## src/rtl/pdma_pkg.sv

```systemverilog
package pdma_pkg;

    localparam int unsigned REG_AW = 4;
    localparam int unsigned NSRC   = 3;

    localparam logic [REG_AW-1:0] RG_CTRL   = 4'd0;
    localparam logic [REG_AW-1:0] RG_STAT   = 4'd1;
    localparam logic [REG_AW-1:0] RG_MODE   = 4'd2;
    localparam logic [REG_AW-1:0] RG_ADDR   = 4'd3;
    localparam logic [REG_AW-1:0] RG_COUNT  = 4'd4;
    localparam logic [REG_AW-1:0] RG_RADDR  = 4'd5;
    localparam logic [REG_AW-1:0] RG_RCOUNT = 4'd6;
    localparam logic [REG_AW-1:0] RG_MSET   = 4'd7;
    localparam logic [REG_AW-1:0] RG_MCLR   = 4'd8;
    localparam logic [REG_AW-1:0] RG_MASK   = 4'd9;
    localparam logic [REG_AW-1:0] RG_ISTAT  = 4'd10;

    localparam int unsigned SRC_RLD = 0;
    localparam int unsigned SRC_FIN = 1;
    localparam int unsigned SRC_ERR = 2;

    typedef enum logic [1:0] {
        SZ_BYTE = 2'd0,
        SZ_HALF = 2'd1,
        SZ_WORD = 2'd2,
        SZ_RSVD = 2'd3
    } item_size_e;

    typedef struct packed {
        logic       to_per;
        item_size_e size;
    } chan_mode_t;

    typedef enum logic {
        ENG_IDLE,
        ENG_BUSY
    } eng_state_e;

    typedef struct packed {
        logic addr;
        logic count;
        logic raddr;
        logic rcount;
    } sw_wr_t;

    function automatic logic [2:0] size_step(item_size_e sz);
        case (sz)
            SZ_BYTE: size_step = 3'd1;
            SZ_HALF: size_step = 3'd2;
            default: size_step = 3'd4;
        endcase
    endfunction

endpackage

```

## src/rtl/pdma_regs.sv

```systemverilog
module pdma_regs
    import pdma_pkg::*;
#(
    parameter int unsigned AW = 32,
    parameter int unsigned CW = 16,
    parameter int unsigned DW = 32
) (
    input  logic              clk,
    input  logic              rst,
    input  logic              reg_we,
    input  logic [REG_AW-1:0] reg_addr,
    input  logic [DW-1:0]     reg_wdata,
    output logic [DW-1:0]     reg_rdata,
    input  logic [AW-1:0]     cur_addr,
    input  logic [CW-1:0]     cur_count,
    input  logic [AW-1:0]     rld_addr,
    input  logic [CW-1:0]     rld_count,
    input  logic [NSRC-1:0]   src_stat,
    output logic              enabled,
    output logic              err_clr,
    output chan_mode_t        mode,
    output logic [NSRC-1:0]   imask,
    output sw_wr_t            sw_wr
);

    logic wr_ctrl;

    assign wr_ctrl      = reg_we && (reg_addr == RG_CTRL);
    assign err_clr      = wr_ctrl && reg_wdata[0] && !reg_wdata[1];
    assign sw_wr.addr   = reg_we && (reg_addr == RG_ADDR);
    assign sw_wr.count  = reg_we && (reg_addr == RG_COUNT);
    assign sw_wr.raddr  = reg_we && (reg_addr == RG_RADDR);
    assign sw_wr.rcount = reg_we && (reg_addr == RG_RCOUNT);

    always_ff @(posedge clk) begin
        if (rst) begin
            enabled <= 1'b0;
            mode    <= '0;
            imask   <= '0;
        end else begin
            if (wr_ctrl) begin
                if (reg_wdata[1])      enabled <= 1'b0;
                else if (reg_wdata[0]) enabled <= 1'b1;
            end
            if (reg_we && reg_addr == RG_MODE)
                mode <= chan_mode_t'(reg_wdata[2:0]);
            if (reg_we && reg_addr == RG_MSET)
                imask <= imask | reg_wdata[NSRC-1:0];
            if (reg_we && reg_addr == RG_MCLR)
                imask <= imask & ~reg_wdata[NSRC-1:0];
        end
    end

    always_comb begin
        case (reg_addr)
            RG_STAT:   reg_rdata = DW'(enabled);
            RG_MODE:   reg_rdata = DW'(mode);
            RG_ADDR:   reg_rdata = DW'(cur_addr);
            RG_COUNT:  reg_rdata = DW'(cur_count);
            RG_RADDR:  reg_rdata = DW'(rld_addr);
            RG_RCOUNT: reg_rdata = DW'(rld_count);
            RG_MASK:   reg_rdata = DW'(imask);
            RG_ISTAT:  reg_rdata = DW'(src_stat);
            default:   reg_rdata = '0;
        endcase
    end

endmodule

```

## src/rtl/pdma_engine.sv

```systemverilog
module pdma_engine
    import pdma_pkg::*;
#(
    parameter int unsigned AW = 32,
    parameter int unsigned CW = 16,
    parameter int unsigned DW = 32
) (
    input  logic          clk,
    input  logic          rst,
    input  logic          enabled,
    input  logic          err_clr,
    input  chan_mode_t    mode,
    input  sw_wr_t        sw_wr,
    input  logic [DW-1:0] sw_wdata,
    input  logic          per_req,
    input  logic [DW-1:0] per_rdata,
    output logic          per_ack,
    output logic [DW-1:0] per_wdata,
    output logic          mem_req,
    output logic          mem_we,
    output logic [AW-1:0] mem_addr,
    output logic [1:0]    mem_size,
    output logic [DW-1:0] mem_wdata,
    input  logic          mem_rsp,
    input  logic          mem_err,
    input  logic [DW-1:0] mem_rdata,
    output logic [AW-1:0] cur_addr,
    output logic [CW-1:0] cur_count,
    output logic [AW-1:0] rld_addr,
    output logic [CW-1:0] rld_count,
    output logic          err_flag
);

    eng_state_e    state;
    logic [DW-1:0] data_q;
    logic          can_start;
    logic          last_item;

    assign can_start = enabled && !err_flag && !per_ack && per_req && (cur_count != '0);
    assign last_item = (cur_count == CW'(1)) && (rld_count != '0);

    assign mem_req   = (state == ENG_BUSY);
    assign mem_we    = !mode.to_per;
    assign mem_addr  = cur_addr;
    assign mem_size  = mode.size;
    assign mem_wdata = data_q;
    assign per_wdata = data_q;

    always_ff @(posedge clk) begin
        if (rst) begin
            state     <= ENG_IDLE;
            data_q    <= '0;
            per_ack   <= 1'b0;
            cur_addr  <= '0;
            cur_count <= '0;
            rld_addr  <= '0;
            rld_count <= '0;
            err_flag  <= 1'b0;
        end else begin
            per_ack <= 1'b0;
            if (err_clr)      err_flag  <= 1'b0;
            if (sw_wr.addr)   cur_addr  <= AW'(sw_wdata);
            if (sw_wr.count)  cur_count <= CW'(sw_wdata);
            if (sw_wr.raddr)  rld_addr  <= AW'(sw_wdata);
            if (sw_wr.rcount) rld_count <= CW'(sw_wdata);
            case (state)
                ENG_IDLE: begin
                    if (can_start) begin
                        state <= ENG_BUSY;
                        if (!mode.to_per) data_q <= per_rdata;
                    end
                end
                default: begin
                    if (mem_rsp) begin
                        state <= ENG_IDLE;
                        if (mem_err) begin
                            err_flag <= 1'b1;
                        end else begin
                            per_ack <= 1'b1;
                            if (mode.to_per) data_q <= mem_rdata;
                            if (last_item) begin
                                cur_addr  <= rld_addr;
                                cur_count <= rld_count;
                                rld_count <= '0;
                            end else begin
                                cur_addr  <= cur_addr + AW'(size_step(mode.size));
                                cur_count <= cur_count - CW'(1);
                            end
                        end
                    end
                end
            endcase
        end
    end

endmodule

```

## src/rtl/pdma_irq.sv

```systemverilog
module pdma_irq
    import pdma_pkg::*;
#(
    parameter int unsigned CW = 16
) (
    input  logic [CW-1:0]   cur_count,
    input  logic [CW-1:0]   rld_count,
    input  logic            err_flag,
    input  logic [NSRC-1:0] imask,
    output logic [NSRC-1:0] src_stat,
    output logic            irq
);

    always_comb begin
        src_stat          = '0;
        src_stat[SRC_RLD] = (rld_count == '0);
        src_stat[SRC_FIN] = (rld_count == '0) && (cur_count == '0);
        src_stat[SRC_ERR] = err_flag;
        irq               = |(src_stat & imask);
    end

endmodule

```

## src/rtl/pdma_chan.sv

```systemverilog
module pdma_chan
    import pdma_pkg::*;
#(
    parameter int unsigned AW = 32,
    parameter int unsigned CW = 16,
    parameter int unsigned DW = 32
) (
    input  logic              clk,
    input  logic              rst,
    input  logic              reg_we,
    input  logic [REG_AW-1:0] reg_addr,
    input  logic [DW-1:0]     reg_wdata,
    output logic [DW-1:0]     reg_rdata,
    input  logic              per_req,
    input  logic [DW-1:0]     per_rdata,
    output logic              per_ack,
    output logic [DW-1:0]     per_wdata,
    output logic              mem_req,
    output logic              mem_we,
    output logic [AW-1:0]     mem_addr,
    output logic [1:0]        mem_size,
    output logic [DW-1:0]     mem_wdata,
    input  logic              mem_rsp,
    input  logic              mem_err,
    input  logic [DW-1:0]     mem_rdata,
    output logic              irq
);

    logic            enabled;
    logic            err_clr;
    logic            err_flag;
    chan_mode_t      mode;
    sw_wr_t          sw_wr;
    logic [NSRC-1:0] imask;
    logic [NSRC-1:0] src_stat;
    logic [AW-1:0]   cur_addr;
    logic [CW-1:0]   cur_count;
    logic [AW-1:0]   rld_addr;
    logic [CW-1:0]   rld_count;

    pdma_regs #(.AW(AW), .CW(CW), .DW(DW)) regs_i (
        .clk       (clk),
        .rst       (rst),
        .reg_we    (reg_we),
        .reg_addr  (reg_addr),
        .reg_wdata (reg_wdata),
        .reg_rdata (reg_rdata),
        .cur_addr  (cur_addr),
        .cur_count (cur_count),
        .rld_addr  (rld_addr),
        .rld_count (rld_count),
        .src_stat  (src_stat),
        .enabled   (enabled),
        .err_clr   (err_clr),
        .mode      (mode),
        .imask     (imask),
        .sw_wr     (sw_wr)
    );

    pdma_engine #(.AW(AW), .CW(CW), .DW(DW)) eng_i (
        .clk       (clk),
        .rst       (rst),
        .enabled   (enabled),
        .err_clr   (err_clr),
        .mode      (mode),
        .sw_wr     (sw_wr),
        .sw_wdata  (reg_wdata),
        .per_req   (per_req),
        .per_rdata (per_rdata),
        .per_ack   (per_ack),
        .per_wdata (per_wdata),
        .mem_req   (mem_req),
        .mem_we    (mem_we),
        .mem_addr  (mem_addr),
        .mem_size  (mem_size),
        .mem_wdata (mem_wdata),
        .mem_rsp   (mem_rsp),
        .mem_err   (mem_err),
        .mem_rdata (mem_rdata),
        .cur_addr  (cur_addr),
        .cur_count (cur_count),
        .rld_addr  (rld_addr),
        .rld_count (rld_count),
        .err_flag  (err_flag)
    );

    pdma_irq #(.CW(CW)) irq_i (
        .cur_count (cur_count),
        .rld_count (rld_count),
        .err_flag  (err_flag),
        .imask     (imask),
        .src_stat  (src_stat),
        .irq       (irq)
    );

endmodule

```

## config.mk

```make
export PLATFORM = sky130hd
export DESIGN_NAME = pdma_chan
export DESIGN_NICKNAME = d
export VERILOG_FILES = /design/src/rtl/pdma_pkg.sv /design/src/rtl/pdma_regs.sv /design/src/rtl/pdma_engine.sv /design/src/rtl/pdma_irq.sv /design/src/rtl/pdma_chan.sv
export SDC_FILE = /design/constraint.sdc
export NUM_CORES = 1
export LEC_CHECK = 0
export BUFFER_PORTS_ARGS = -buffer_cell sky130_fd_sc_hd__buf_2
export CAP_MARGIN = 20
export CORE_UTILIZATION = 44
export CTS_BUF_LIST = sky130_fd_sc_hd__clkbuf_8 sky130_fd_sc_hd__clkbuf_16
export DETAILED_ROUTE_END_ITERATION = 8
export HOLD_SLACK_MARGIN = 0.12
export PLACE_DENSITY = 0.68
export SLEW_MARGIN = 5
export SYNTH_ARGS = -nofsm -noshare
export SYNTH_HDL_FRONTEND = slang
export SYNTH_HIERARCHICAL = 1
export SYNTH_SLANG_ARGS = --single-unit
```

## constraint.sdc

```tcl
create_clock -name clk -period 3.6 [get_ports clk]
set_input_delay 1.08 -clock clk [delete_from_list [all_inputs] [get_ports clk]]
set_output_delay 1.08 -clock clk [all_outputs]
set_load 0.03 [all_outputs]
```

==> results.yml <==
run_status:
  status: "finished clean"
clock_tree:
  clock-root-buffer: "clkbuf_16"
  cts_max_level: 4
  cts_buffers: 17
  clk_latency_ns: 0.42
  hold_buffers: 0
  cts_buffer_depth: 2
  clk_pin_slew_ns: 0.06
  cts.sinks: 138
  post_cts_buffers: 0
  cts_tree: "done"
logic_synthesis:
  synthArstFlopShare_pct: 0
  ys.warnings.count: 6
  ys.flop_type: "dfxtp_1"
  yosysSeqAreaShare_pct: 32.1
  syn_nets: 1136
  synth_edf_count: 0
  netlist-cell-type-count: 67
  synth_area_um2: 8590
  syn_inst: 1023
  ys_ff_latch: 138
  syn_area_per_cell_um2: 8.40
hold_path:
  min_path_cells: 1
  hold_path_end: "eng_i/mem_wdata[1]$_SDFFE_PP0P_"
  hp-class: "reg -> reg"
  hold_start: "eng_i/mem_wdata[1]$_SDFFE_PP0P_"
placed_design:
  place.gp.congestion: 0.887
  port_buffers: 239
  dp_slack_ns: 0.196
  post-dp-hpwl_mm: 19.2
  dp.cells: 1408
  placed_cell_area_um2: 9530
grt:
  antenna_found_initial: 0
  grt_max_degree: 90
  grt_pass1_wl_mm: 42.1
  track_usage_pct: 26.8
  grt.overflow.total: 0
  grt_pass1_vias: 7629
final_layout:
  drive_gt1_share_pct: 27.3
  fin_nets: 1280
  layout.cells.non_filler: 1440
  layout_commonest_cell: "buf_2"
  layout_common_cells: "238 x buf_2, 138 x dfxtp_1, 87 x nor2_1, 82 x mux2i_1, 67 x o21ai_0"
  utilization_pct: 53.7
  final_area_um2: 10200
  num_antenna_cells: 0
  syn2layout_area_growth_pct: 18.5
  n_fill_cell: 1848
sta:
  tightestPinTransition_ns: 0.799
  final.period_utilization_pct: 94.7
  rsz0062_at_grt: "no"
  slew_headroom_pct: 46.5
  fmax_mhz: 293
  slew_viol_final: 0
  finalHoldViolations: 0
  period_needed_ns: 3.41
  finClkSkew_ns: 0.00942
  setup_tns_ns: 0
  hold_ws_ns: 0.482
  setup_violations: 0
  setup_slack_ns: 0.191
floorplanning:
  core_um2: 19000
  die_area_um2: 20100
  io_pins: 240
  start_util_pct: 45.3
  std_cell_rows: 50
  die_w_um: 142
  die_h_um: 142
pwr:
  fin_total_pwr_mw: 3.84
  leakagePower_nw: 4.25
  p_per_area_nw_per_um2: 377
  ir_worst_vdd_v: 0.000337
worst_setup_path:
  cp.required_ns: 2.52
  cpPeakStageDelay_ns: 0.35
  critPathBufInv: 2
  path_cells: "buf_2, nor2b_2, and2_4, a22o_1, buf_2"
  start_kind: "input port"
  r2r_start: "regs_i/mode[0]$_SDFFE_PP0P_"
  arrival_ns: 2.33
  critPathTopFamily: "simple AND/OR/NAND/NOR gates"
  worstRegToRegCells: 8
  critPathMostFrequentCell: "buf_2"
  endpoint_kind: "output port"
  crit_path_max_fanout: 16
  critPathSlowestCell: "and2_4"
  reg2reg_to: "eng_i/cur_addr[30]$_SDFF_PP0_"
  crit_type: "in -> out"
  r2r_setup_slack_ns: 0.87
detailed_routing:
  drc: 0
  drt_iter0_markers: 476
  drt-total-wl_mm: 27.0
  drt-pass1-iter-count: 6
  viasPerCell: 5.79
  drtAntennaViolNets: 0
  wl_per_cell_um: 18.7
  via_count: 8344
flow_run:
  drv_cap: 0
[synth_stat cells, drive strengths merged, types with 8 or more instances]
library cell  count  area (um^2)
a22oi            27          203
xor2             11         96.3
mux2i            82          821
inv               8         30.0
o22ai             8         50.1
clkbuf           40          150
o32ai            12          105
nor3             11         60.1
dfxtp           138         2760
or3              37          231
nor4             14          103
o21ai            92          460
a21oi            52          264
xnor2            27          236
nand3            17         85.1
a22o             17          149
o21a             35          263
nor2             87          327
a211oi           36          270
nand2            40          150
nor2b            23          149
nand4            12         75.1
buf             107          761
and3              9         56.3
[worst max path at each step]
stage / from / slack (ns) / to / cells after the start
final: reg_addr[2] / 0.19 / reg_rdata[19] / 5
after global routing: reg_addr[1] / 0.03 / reg_rdata[11] / 6
after CTS: reg_addr[0] / 0.19 / reg_rdata[14] / 6
after detailed placement: reg_addr[0] / 0.20 / reg_rdata[8] / 6
after global placement: reg_addr[0] / 0.19 / reg_rdata[11] / 6
after floorplan: reg_addr[2] / 0.20 / reg_rdata[2] / 5
[what timing repair did]
item	in CTS	in global routing
resized for setup	0	1
setup endpoints to repair	0	1
hold endpoints to repair	0	0
[where the power goes]
group	switching [mW]	internal, mW	total (mW)
Sequential	0.0244	1.54	1.57
Combinational	0.200	0.147	0.347
Clock	0.665	1.26	1.92
[area by class of cell]
cell class | instances | area [um^2] | share of cell area [%]
inverters | 8 | 30.0 | 0.295
flip-flops and latches | 138 | 2760 | 27.1
clock buffers | 19 | 453 | 4.45
well taps | 260 | 325 | 3.19
multi-input cells | 730 | 4900 | 48.2
clock inverters | 13 | 199 | 1.95
repair buffers | 272 | 1510 | 14.8
[routing by layer]
| layer | global-route usage (%) | vias to the layer above | routed length [um] |
|---|---|---|---|
| met1 | 33.4 | 3959 | 11500 |
| met5 | 0 | - | 0 |
| met4 | 11.7 | 0 | 965 |
| met3 | 5.84 | 58 | 1880 |
| li1 | - | 3972 | - |
| met2 | 44.5 | 355 | 12600 |
[sequential cells by signal, summed over array words and instances (netlist names), named ones only]
signal and cells:
eng_i/per_ack 1, eng_i/rld_addr 32, eng_i/err_flag 1, eng_i/mem_wdata 32
eng_i/rld_count 16, regs_i/enabled 1, eng_i/mem_req 1, regs_i/mode 3
eng_i/cur_count 16, eng_i/cur_addr 32
[cell families (layout without fill, tap and decap cells)]
kind of cell | after synthesis | after routing | synth area share (%)
compound gates | 308 | 308 | 23.4
mux | 84 | 84 | 9.81
flops | 138 | 138 | 32.1
xor+xnor | 38 | 38 | 3.87
simple gates | 293 | 293 | 18.7
buf+inv | 155 | 312 | 10.9
fa+ha+maj | 7 | 7 | 1.11
No activity file was read; power rests on OpenSTA's default activity.
